===== src/rtl/pcm_clk_pkg.sv =====
package pcm_clk_pkg;
  localparam int DIV_W = 9;
  localparam int CTL_W = 2 + 2 * DIV_W;

  // bit order is fixed: [19] enable, [18] bus source, [17:9] half div, [8:0] frame div
  typedef struct packed {
    logic             en;
    logic             sel_bus;
    logic [DIV_W-1:0] half_div;
    logic [DIV_W-1:0] frame_div;
  } clk_ctl_t;
endpackage


===== src/rtl/pcm_clk_src_sel.sv =====
module pcm_clk_src_sel (
  input  logic sel_bus_i,
  input  logic aud_tick_i,
  output logic tick_o
);
  assign tick_o = sel_bus_i | aud_tick_i;
endmodule


===== src/rtl/pcm_clk_half_div.sv =====
module pcm_clk_half_div #(
  parameter int DIV_W = 9
) (
  input  logic             clk_i,
  input  logic             rst_ni,
  input  logic             run_i,
  input  logic             tick_i,
  input  logic [DIV_W-1:0] n_i,
  output logic             fall_evt_o,
  output logic             bclk_o,
  output logic             rise_o,
  output logic             fall_o
);
  logic [DIV_W-1:0] cnt_q;
  logic             wrap;

  assign wrap       = run_i & tick_i & (cnt_q == n_i);
  assign fall_evt_o = wrap & bclk_o;

  always_ff @(posedge clk_i or negedge rst_ni) begin
    if (!rst_ni) begin
      cnt_q  <= '0;
      bclk_o <= 1'b0;
      rise_o <= 1'b0;
      fall_o <= 1'b0;
    end else begin
      rise_o <= 1'b0;
      fall_o <= 1'b0;
      if (!run_i) begin
        cnt_q  <= '0;
        bclk_o <= 1'b0;
      end else if (tick_i) begin
        if (wrap) begin
          cnt_q  <= '0;
          bclk_o <= ~bclk_o;
          rise_o <= ~bclk_o;
          fall_o <= bclk_o;
        end else begin
          cnt_q <= cnt_q + 1'b1;
        end
      end
    end
  end

  AST_STROBE_EXCL: assert property (@(posedge clk_i) disable iff (!rst_ni)
    !(rise_o && fall_o));
  AST_RISE_EDGE: assert property (@(posedge clk_i) disable iff (!rst_ni)
    rise_o |-> (bclk_o && !$past(bclk_o)));
  AST_FALL_EDGE: assert property (@(posedge clk_i) disable iff (!rst_ni)
    fall_o |-> (!bclk_o && $past(bclk_o)));
  AST_HALF_BOUND: assert property (@(posedge clk_i) disable iff (!rst_ni)
    cnt_q <= n_i);
endmodule


===== src/rtl/pcm_clk_frame_ctr.sv =====
module pcm_clk_frame_ctr #(
  parameter int                DIV_W    = 9,
  parameter logic [DIV_W-1:0] SYNC_RST = 9'd127
) (
  input  logic             clk_i,
  input  logic             rst_ni,
  input  logic             en_i,
  input  logic [DIV_W-1:0] n_i,
  input  logic [DIV_W-1:0] m_i,
  input  logic             fall_evt_i,
  output logic             run_o,
  output logic [DIV_W-1:0] n_o,
  output logic             fsync_o
);
  logic [DIV_W-1:0] bit_q, m_q;

  assign fsync_o = run_o & (bit_q == '0);

  always_ff @(posedge clk_i or negedge rst_ni) begin
    if (!rst_ni) begin
      run_o <= 1'b0;
      bit_q <= '0;
      n_o   <= '0;
      m_q   <= SYNC_RST;
    end else if (!run_o) begin
      bit_q <= '0;
      if (en_i) begin
        run_o <= 1'b1;
        n_o   <= n_i;
        m_q   <= m_i;
      end
    end else if (fall_evt_i) begin
      if (!en_i) begin
        run_o <= 1'b0;
        bit_q <= '0;
      end else if (bit_q == m_q) begin
        bit_q <= '0;
        n_o   <= n_i;
        m_q   <= m_i;
      end else begin
        bit_q <= bit_q + 1'b1;
      end
    end
  end

  AST_SHADOW_HOLD: assert property (@(posedge clk_i) disable iff (!rst_ni)
    (run_o && !fall_evt_i) |=> $stable({n_o, m_q}));
  AST_STOP_AT_FALL: assert property (@(posedge clk_i) disable iff (!rst_ni)
    $fell(run_o) |-> $past(fall_evt_i));
  AST_BIT_BOUND: assert property (@(posedge clk_i) disable iff (!rst_ni)
    bit_q <= m_q);
endmodule


===== src/rtl/pcm_clk_gen.sv =====
module pcm_clk_gen
  import pcm_clk_pkg::*;
#(
  parameter logic [DIV_W-1:0] SYNC_RST = 9'd127
) (
  input  logic             clk_i,
  input  logic             rst_ni,
  input  logic [CTL_W-1:0] ctl_i,
  input  logic             aud_tick_i,
  output logic             bclk_o,
  output logic             fsync_o,
  output logic             bclk_rise_o,
  output logic             bclk_fall_o
);
  clk_ctl_t         ctl;
  logic             tick, run, fall_evt;
  logic [DIV_W-1:0] n_act;

  assign ctl = clk_ctl_t'(ctl_i);

  pcm_clk_src_sel u_src (
    .sel_bus_i  (ctl.sel_bus),
    .aud_tick_i (aud_tick_i),
    .tick_o     (tick)
  );

  pcm_clk_frame_ctr #(.DIV_W(DIV_W), .SYNC_RST(SYNC_RST)) u_frame (
    .clk_i      (clk_i),
    .rst_ni     (rst_ni),
    .en_i       (ctl.en),
    .n_i        (ctl.half_div),
    .m_i        (ctl.frame_div),
    .fall_evt_i (fall_evt),
    .run_o      (run),
    .n_o        (n_act),
    .fsync_o    (fsync_o)
  );

  pcm_clk_half_div #(.DIV_W(DIV_W)) u_half (
    .clk_i      (clk_i),
    .rst_ni     (rst_ni),
    .run_i      (run),
    .tick_i     (tick),
    .n_i        (n_act),
    .fall_evt_o (fall_evt),
    .bclk_o     (bclk_o),
    .rise_o     (bclk_rise_o),
    .fall_o     (bclk_fall_o)
  );

  AST_IDLE_QUIET: assert property (@(posedge clk_i) disable iff (!rst_ni)
    !run |-> (!bclk_o && !fsync_o && !bclk_rise_o));
endmodule


===== config.mk =====
export PLATFORM = sky130hd
export DESIGN_NAME = pcm_clk_gen
export DESIGN_NICKNAME = d
export VERILOG_FILES = /design/src/rtl/pcm_clk_pkg.sv /design/src/rtl/pcm_clk_src_sel.sv /design/src/rtl/pcm_clk_half_div.sv /design/src/rtl/pcm_clk_frame_ctr.sv /design/src/rtl/pcm_clk_gen.sv
export SDC_FILE = /design/constraint.sdc
export NUM_CORES = 1
export LEC_CHECK = 0
export ABC_AREA = 1
export CORE_MARGIN = 2
export CORE_UTILIZATION = 55
export CTS_CLUSTER_SIZE = 40
export DETAILED_ROUTE_END_ITERATION = 10
export PLACE_DENSITY = 0.78
export SYNTH_ARGS = -nofsm -noshare
export SYNTH_HDL_FRONTEND = slang
export SYNTH_SLANG_ARGS = --single-unit

===== constraint.sdc =====
create_clock -name clk_i -period 4.1 [get_ports clk_i]
set_clock_uncertainty 0.15 [all_clocks]
set_input_delay 1.23 -clock clk_i [delete_from_list [all_inputs] [get_ports clk_i]]
set_output_delay 1.23 -clock clk_i [all_outputs]
set_load 0.005 [all_outputs]

# Yosys cells after proc, flatten, opt, wreduce, memory -nomap -nowiden
# Index checks and enable logic that the tools add are counted.
# W data, S select, Z words.
[classes]
addsub = 2
eq_ne = 7
muxes = 29
bitwise_logic = 6
n_reduce_logical = 4
[op_table]
columns = ["operator", "count"]
rows = [
  ["$mux W9", 17],
  ["$add A9 B1 Y9 const B", 2],
  ["$eq A9 B9 Y1", 2],
  ["$mux W1", 12],
  ["$logic_not A9 Y1", 1],
  ["$ne A2 B2 Y1 const B", 3],
  ["$and A1 B1 Y1", 4],
  ["$ne A2 B1 Y1 const B", 2],
  ["$reduce_and A4 Y1", 1],
  ["$reduce_and A2 Y1", 1],
  ["$reduce_bool A2 Y1", 1],
  ["$not A1 Y1", 1],
  ["$or A1 B1 Y1", 1],
]
[word_totals]
regBits = 40
inputBits = 23
output_inout_bits = 4
word_cells = 56

# Logic depth before layout (Yosys ltp)
# Gate-level depths: netlist of the first run.
[depth]
word_depth = 6
depth_mapped = 12
ltp_nobuf = 11

# By module
# A second synthesis of the first run with hierarchy kept.
[unflattened]
cells_unflattened = 308
hier_area_um2 = 2294.7
[by_module_without_submodules]
columns = ["module", "n_inst", "cells_each", "area_each_um2", "seq_area_each_um2"]
rows = [
  ["pcm_clk_frame_ctr", 1, 172, 1435.1, 709.4],
  ["pcm_clk_half_div", 1, 133, 848.3, 300.3],
  ["pcm_clk_src_sel", 1, 3, 11.3, 0.0],
]

# Worst setup path before layout of the first run
# OpenSTA, ideal clock, no wires.
[synth_timing]
path_kind = "reg-to-output"
startpoint = "register u_frame.run_o"
endpoint = "output port fsync_o"
t_arrival_ps = 1063
required_ps = 2720
setup_slack_ps = 1657
stages_incl_launch_ff = 5
path_buffers = 2
path_cell_list = "dfrtp_1 > buf_6 > clkbuf_1 > nand3_1 > nor4_1"
[synth_via]
elab_chain_cells = 1
[synth_rtl]
columns = ["item", "line", "source"]
rows = [
  ["from (decl)", "pcm_clk_frame_ctr.sv:11", "output logic run_o,"],
  ["from (signal assigned)", "pcm_clk_frame_ctr.sv:21", "run_o <= 1'b0;"],
  ["from (signal assigned)", "pcm_clk_frame_ctr.sv:28", "run_o <= 1'b1;"],
  ["from (signal assigned)", "pcm_clk_frame_ctr.sv:34", "run_o <= 1'b0;"],
  ["$and A1 B1 Y1", "pcm_clk_frame_ctr.sv:17", "assign fsync_o = run_o & (bit_q == '0);"],
  ["to (decl)", "pcm_clk_gen.sv:11", "output logic fsync_o,"],
]
# No other way between the ends.

# Worst setup path in the final report of the first run
[layout_timing]
startpoint = "register u_frame.bit_q[0]"
endpoint = "output port fsync_o"
[layout_via]
elab_chain_cells = 2
[layout_rtl]
columns = ["item", "line", "source"]
rows = [
  ["from (decl)", "pcm_clk_frame_ctr.sv:15", "logic [DIV_W-1:0] bit_q, m_q;"],
  ["from (signal assigned)", "pcm_clk_frame_ctr.sv:41", "bit_q <= bit_q + 1'b1;"],
  ["$logic_not A9 Y1", "pcm_clk_frame_ctr.sv:17", ""],
  ["$and A1 B1 Y1", "pcm_clk_frame_ctr.sv:17", ""],
]
# No other way between the ends.

==> impl_metrics.ini, run 1 <==
[setup_path]
crit_path_max_fanout = 5
rrSetupSlack_ps = 2020
cp-start-kind = flip-flop
cp.required_ps = 2720
critPathKind = reg -> out
worstPathArrival_ps = 1920
r2r_end = u_frame.m_q[2]
r2r_start = u_frame.m_q[1]
cp-end-kind = output pin
rr_worst_depth = 7

[timing]
setup_tns_ps = 0
setup_viol = 0
hold_viol = 0
slew_violations = 0
tightest_slew_ps = 884.9
fin_crit_sh = 0.8059
slew_headroom = 0.4100
layout_setup_ws_ps = 795.6
min_period_ps = 3304
rsz0062_at_grt = no
max_freq_ghz = 0.3026

[grt]
grt-ovfl-total = 0
grt_pass1_wl_um = 7859
grt_pass1_vias = 1714
antenna_found_initial = 0
track_usage = 0.2285
grt_max_degree = 41

[logic_synthesis]
ys_seq_area_frac = 0.4403
syn_area_per_cell_um2 = 8.047
async_flop_share = 1.000
yosysUniqueCellTypes = 30
syn_nets = 311
synth_common_cells = nand2_1, dfrtp_1, inv_1
synth_most_common_cell = nand2_1
synth_flop_cell = dfrtp_1
syn_area_um2 = 2293
synth_edf_count = 0
synth.top_cell.area_share = 0.3601
synthTopCellsByArea = dfrtp_1, nand2_1, dfstp_2
synth_cells = 285
yosys.area.top_type = dfrtp_1
ys_warn_count = 0
synth-seq-cells = 40

[power_and_ir_drop]
vdd.ir_drop.worst_mv = 0.2889
power_density_nw_per_um2 = 441.3
finalPower_w = 0.001163
p_leak_nw = 1.274

[layout]
nets = 334
area_growth_pct = 14.89
antenna_cells = 0
final_area_um2 = 2635
fin_util = 0.6587
drive_above_1_share = 0.09385

[run]
drv_cap = 0

[hold_path]
whs_path_depth = 2
worstHoldStart = u_frame.m_q[6]
hp-class = reg -> reg
min_to = u_frame.m_q[6]

[clock_network]
post-cts-setup-buffers = 0
path_clk_slew_ps = 80
cts.htree.levels = 2
post_cts_resized = 0
cts_hold_buf = 0
cts_root_buf = clkbuf_8
insertion_delay_ps = 300
numCtsBuffers = 5
cts_tree = yes
cts_sinks = 40
cts_buffer_depth = 2

[placed_design]
place_congestion = 0.8941
dpl_cell_area_um2 = 2509
dp_hpwl_um = 3212
post-place-ws_ps = 978.6
portBuffers = 26

[route]
firstDrtPassIters = 4
viasPerCell = 5.187
dr_total_vias = 1862
routed_wl_um = 4602
antenna_left = 0
post-route-drc-count = 0
dr.first_iter.drc_count = 201
wl_per_cell_um = 12.82

[floorplan]
rows = 23
ios = 27
die_w_um = 68.58
coreArea_um2 = 4000
start_util = 0.5734
die_h_um = 68.58
dieArea_um2 = 4703

[outcome]
status = finished clean
worst max-delay path: stages, from the launching register on:
cell,delay [ps]
dfrtp_1,460
inv_1,140
ha_1,160
nand3_1,70
nor4_1,250
clkdlybuf4s50_1,560
routing by layer:
metal / GRT usage / wire [µm] / vias to the layer above
met4: 0.07500 / 59 / 0
met1: 0.3222 / 2192 / 852
met3: 0.05682 / 250 / 5
li1: - / - / 950
met2: 0.3438 / 2099 / 55
met5: 0 / 0 / -
where the power goes:
| part | internal [W] | leakage, nW | switching (W) |
|---|---|---|---|
| Combinational | 0.000132 | 0.707 | 0.000143 |
| Sequential | 0.000459 | 0.502 | 0.0000750 |
| Clock | 0.000215 | 0.0645 | 0.000140 |
placed cells by master, fill, tap and decap left out, drive strengths merged:
cell type	count
o21ai	14
nand2	90
nand3	29
nor3	4
ha	3
bufinv	1
clkbuf	7
buf	2
a21oi	2
nor2	22
and3	1
xor2	11
clkdlybuf4s50	25
nor4	1
inv	32
nand4	12
a31oi	1
dfrtp	33
nand3b	1
dfstp	7
xnor2	11
worst max-delay path by stage:
stage | startpoint | end | slack [ps] | cells after the start
after CTS | u_frame.bit_q[0] | fsync_o | 790 | 5
after detailed placement | aud_tick_i | u_frame.n_o[0] | 980 | 10
after global routing | u_frame.bit_q[0] | fsync_o | 740 | 5
final | u_frame.bit_q[0] | fsync_o | 800 | 5
after global placement | aud_tick_i | u_frame.n_o[0] | 1040 | 10
after floorplan | u_frame.run_o | fsync_o | 1660 | 4
flip-flops by register name (all words and copies together), names as in the netlist:
register,flops
u_frame.n_o,9
u_frame.m_q,9
u_half.cnt_q,9
u_half.fall_o,1
u_half.bclk_o,1
u_half.rise_o,1
u_frame.bit_q,9
u_frame.run_o,1
stage by stage:
step / instances / hold WS [ps]
5_1_grt: 359 / 352.9
3_5_place_dp: 351 / 318.9
3_3_place_gp: 351 / 310.4
4_1_cts: 359 / 330.8
2_1_floorplan: 285 / 298.3
6_report: 359 / 328.3
layout make-up:
type / count / area [µm²]
Clock buffer: 7 / 96.34
Clock inverter: 1 / 30.03
Fill cell: 344 / 1365
Inverter: 32 / 120.1
Multi-Input combinational cell: 202 / 1054
Sequential cell: 40 / 1010
Tap cell: 50 / 62.56
Timing Repair Buffer: 27 / 262.8
logic make-up (layout without fill, tap and decap cells):
logic type,Yosys count,in the layout,synth area share
buffers and inverters,43,67,0.1004
xor gates and xnor gates,22,22,0.08401
and+or+nand+nor,160,160,0.3164
adders and majority gates,3,3,0.01637
AOI/OAI and AO/OA,17,17,0.04256
DFF,40,40,0.4403
Note: power is estimated with default switching activity, not from simulation.
==> run 2: changes to the inputs <==
clock period = 3.1 ns   (was 4.1 ns; I/O delays follow)
==> run 2 against run 1 <==
Non-clock buffer count rose by 1. Flip-flop and latch count did not move. Critical path type unchanged. Setup slack got worse by 270 ps. Highest routed layer unchanged. Register-to-register slack got worse by 990 ps. Critical path depth did not move. Largest power group unchanged. Wire length fell by 0.83%. Core utilization fell by 0.13 points. Power rose by 28%.
==> impl_metrics.ini, run 2 (same netlist as run 1, synthesis figures left out) <==
[power_and_ir_drop]
vdd.ir_drop.worst_mv = 0.4510
p_leak_nw = 1.273
power_density_nw_per_um2 = 567.7

[layout]
antenna_cells = 0
mostFrequentLayoutCells = nand2_1, dfrtp_1, inv_1
nFillCells = 335
drive_above_1_share = 0.09677
nets = 335
area_growth_pct = 14.68
final_common_cell = nand2_1

[clock_network]
numCtsBuffers = 5
cts_sinks = 40
path_clk_slew_ps = 80
cts_tree = yes
cts.htree.levels = 2
post_cts_resized = 0
cts_hold_buf = 0
post-cts-setup-buffers = 0
cts_buffer_depth = 2
insertion_delay_ps = 300
cts_root_buf = clkbuf_8

[setup_path]
rr_worst_depth = 7
worstPathArrival_ps = 1500
critPathKind = reg -> out
cp.required_ps = 2020
cp-start-kind = flip-flop
cp-end-kind = output pin
slowest_stage = dfrtp_1
crit_path_max_fanout = 5
crit_chain = inv_1 -> ha_1 -> nand3_1 -> nor4_1 -> dlymetal6s2s_1
max_stage_delay_ps = 450
rrSetupSlack_ps = 1030

[grt]
track_usage = 0.2189
grt-ovfl-total = 0
antenna_found_initial = 0
grt_max_degree = 41
grt_pass1_vias = 1698
grt_pass1_wl_um = 7562

[floorplan]
die_h_um = 68.58
dieArea_um2 = 4703
ios = 27
coreArea_um2 = 4000
start_util = 0.5734
rows = 23
die_w_um = 68.58

[placed_design]
dp_hpwl_um = 3219
post-place-ws_ps = 287.9
portBuffers = 26
place_congestion = 0.8534

[hold_path]
whs_path_depth = 2
hp-class = reg -> reg

[timing]
slew_headroom = 0.4203
layout_setup_ws_ps = 521.2
setup_viol = 0
min_period_ps = 2579
slew_violations = 0
setup_tns_ps = 0
hold_viol = 0
max_freq_ghz = 0.3878
hold_ws_ps = 322.6
rsz0062_at_grt = no
fin_crit_sh = 0.8319
tightest_slew_ps = 869.6

[route]
routed_wl_um = 4564
wl_per_cell_um = 12.68
antenna_left = 0
post-route-drc-count = 0
firstDrtPassIters = 4
dr.first_iter.drc_count = 155
dr_total_vias = 1838
viasPerCell = 5.106

[outcome]
status = finished clean

[run]
drv_cap = 0
run 2: path summary, 6_finish.rpt:
path                                       start        endpoint
worst min-delay path              u_frame.m_q[0]  u_frame.m_q[0]
worst min register to register    u_frame.m_q[0]  u_frame.m_q[0]
worst max-delay path            u_frame.bit_q[0]         fsync_o
worst max register to register    u_frame.m_q[2]  u_frame.m_q[7]
max in group asynchronous                 rst_ni  u_frame.n_o[5]
min in group asynchronous                 rst_ni   u_half.fall_o
run 2: per-stage QoR:
step             util  cell area (µm²)  total power, W  std cells
2_1_floorplan       -             2293       0.0009501        285
3_3_place_gp   0.6290             2516        0.001065        352
3_5_place_dp   0.6290             2516        0.001078        352
4_1_cts        0.6569             2628        0.001505        360
5_1_grt        0.6575             2630        0.001588        360
6_report       0.6575             2630        0.001493        360
run 2: cell type report:
type | count | area, µm² | area share
Multi-Input combinational cell | 202 | 1054 | 0.4006
Inverter | 32 | 120.1 | 0.04567
Sequential cell | 40 | 1010 | 0.3839
Clock buffer | 5 | 68.82 | 0.02617
Timing Repair Buffer | 28 | 272.8 | 0.1037
Clock inverter | 3 | 42.54 | 0.01618
Tap cell | 50 | 62.56 | 0.02379
run 2: report_power, final:
group          switching (W)  internal (W)
logic               0.000191      0.000173
clock network       0.000186      0.000238
registers          0.0000977      0.000607
total               0.000475       0.00102
run 2: critical path: cells and delay by family (launching register included):
family                   cells  cell delay (ps)
flip-flops                   1              450
buffers and inverters        2              300
AND/OR/NAND/NOR              2              300
adder cells (fa/ha/maj)      1              160
run 2: per-layer routing:
| metal | up-vias | track usage | part of all wire |
|---|---|---|---|
| met2 | 53 | 0.3510 | 0.47 |
| met5 | - | 0 | 0 |
| met3 | 7 | 0.04870 | 0.051 |
| met1 | 827 | 0.2869 | 0.47 |
| met4 | 0 | 0.08750 | 0.015 |
| li1 | 951 | - | - |
==> run 3: changes to the inputs <==
CORE_UTILIZATION = 50   (was 55)
PLACE_DENSITY = 0.74   (was 0.78)
clock period = 2.3 ns   (was 3.1 ns; I/O delays follow)
==> run 3 against run 2 <==
Setup slack worse by 350 ps. Largest cell class unchanged. Via count is 2.6% higher. Critical endpoint unchanged. Core utilization is 2.5 points lower. Combinational power is 48% higher. Power is 37% higher. Non-clock buffer count is 18 higher.
==> impl_metrics.ini, run 3 (same netlist as run 1, synthesis figures left out) <==
[grt]
grt_pass1_wl_um = 8238
track_usage = 0.2044
grt-ovfl-total = 0
grt_pass1_vias = 1862
grt_max_degree = 28
antenna_found_initial = 0

[floorplan]
die_w_um = 71.73
rows = 24
dieArea_um2 = 5144
ios = 27
coreArea_um2 = 4384
start_util = 0.5231
die_h_um = 71.73

[clock_network]
post-cts-setup-buffers = 0
insertion_delay_ps = 300
cts_root_buf = clkbuf_8
cts.htree.levels = 2
cts_tree = yes
cts_buffer_depth = 2
cts_hold_buf = 0
path_clk_slew_ps = 80
cts_sinks = 40
numCtsBuffers = 5

[route]
wl_per_cell_um = 12.28
dr_total_vias = 1885
post-route-drc-count = 0
dr.first_iter.drc_count = 90
firstDrtPassIters = 5
viasPerCell = 4.961
antenna_left = 0
routed_wl_um = 4668

[layout]
ff_latch_area_um2 = 1010
drive_above_1_share = 0.1494
area_growth_pct = 21.00
antenna_cells = 0
multi_input_area_um2 = 1060
mostFrequentLayoutCells = nand2_1, dfrtp_1, inv_1
nFillCells = 378
final_area_um2 = 2775
final_common_cell = nand2_1
fin_util = 0.6330
nets = 353

[timing]
setup_tns_ps = 0
hold_viol = 0
fin_crit_sh = 0.9262
slew_violations = 0
slew_headroom = 0.6011
rsz0062_at_grt = no
min_period_ps = 2130
max_freq_ghz = 0.4695
setup_viol = 0
tightest_slew_ps = 598.4

[power_and_ir_drop]
p_leak_nw = 1.365
power_density_nw_per_um2 = 736.0
vdd.ir_drop.worst_mv = 0.4241
finalPower_w = 0.002043

[setup_path]
worstPathArrival_ps = 1290
critPathKind = reg -> out
cp-start-kind = flip-flop
crit_path_max_fanout = 2
cp-end-kind = output pin
cp.required_ps = 1460

[placed_design]
portBuffers = 26
place_congestion = 0.8516
dp_hpwl_um = 3526
dpl_cell_area_um2 = 2666

[hold_path]
hp-class = in -> async

[outcome]
status = finished clean

[run]
drv_cap = 0
-- run 3: cell count changes in the layout (fill, tap and decap cells not counted), sizes merged --
cell          change
clkinvlp          -1
dlymetal6s2s      -1
buf              +19
clkbuf            +1
-- run 3: critical path, stage by stage (launching register included) --
cell and delay, ps:
dfrtp_1 390, inv_1 70, ha_1 150, nand3_1 110, nor4_2 130, buf_2 150
-- run 3: layout make-up --
| cell class | instances | share of cell area |
|---|---|---|
| multi-input combinational | 202 | 0.3819 |
| sequential | 40 | 0.3638 |
| timing repair buffer | 46 | 0.1488 |
| inverter | 32 | 0.04328 |
| clock buffer | 6 | 0.02615 |
| tap | 52 | 0.02344 |
| clock inverter | 2 | 0.01262 |
-- run 3: worst paths after layout --
| path | cells past startpoint | from | slack (ps) | endpoint |
|---|---|---|---|---|
| max in group asynchronous | 2 | rst_ni | 1140 | u_frame.m_q[0] |
| min in group clk_i | 2 | u_frame.m_q[3] | 320 | u_frame.m_q[3] |
| min reg2reg | 2 | u_frame.m_q[3] | 320 | u_frame.m_q[3] |
| min | 1 | rst_ni | 240 | u_half.rise_o |
| max | 5 | u_frame.bit_q[0] | 170 | fsync_o |
| max reg2reg | 8 | u_frame.bit_q[4] | 220 | u_frame.n_o[6] |
-- run 3: metal layers --
layer	vias to the layer above	share of wire	track usage
met1	851	0.50	0.2904
met5	-	0	0
met2	47	0.44	0.3179
li1	981	-	-
met4	0	0.010	0.05451
met3	6	0.050	0.04501
-- run 3: through the flow --
step	hold slack, ps	cells	setup slack [ps]
after global placement	313.1	372	-68.52
after floorplan	244.4	285	397.3
final	241.9	380	169.9
after detailed placement	314.7	372	-132.0
after global routing	279.2	380	14.58
after CTS	254.9	380	94.22
-- run 3: repair_timing --
item | CTS | global route
gates cloned | 0 | 0
resized for setup | 4 | 1
pin swaps | 0 | 1
endpoints found under the setup margin | 1 | 1
-- run 3: report_power, final --
| group | switching [W] | internal (W) | leakage (nW) |
|---|---|---|---|
| clock network | 0.000249 | 0.000322 | 0.0552 |
| registers | 0.000115 | 0.000818 | 0.502 |
| logic | 0.000278 | 0.000259 | 0.808 |
| total | 0.000643 | 0.00140 | 1.37 |
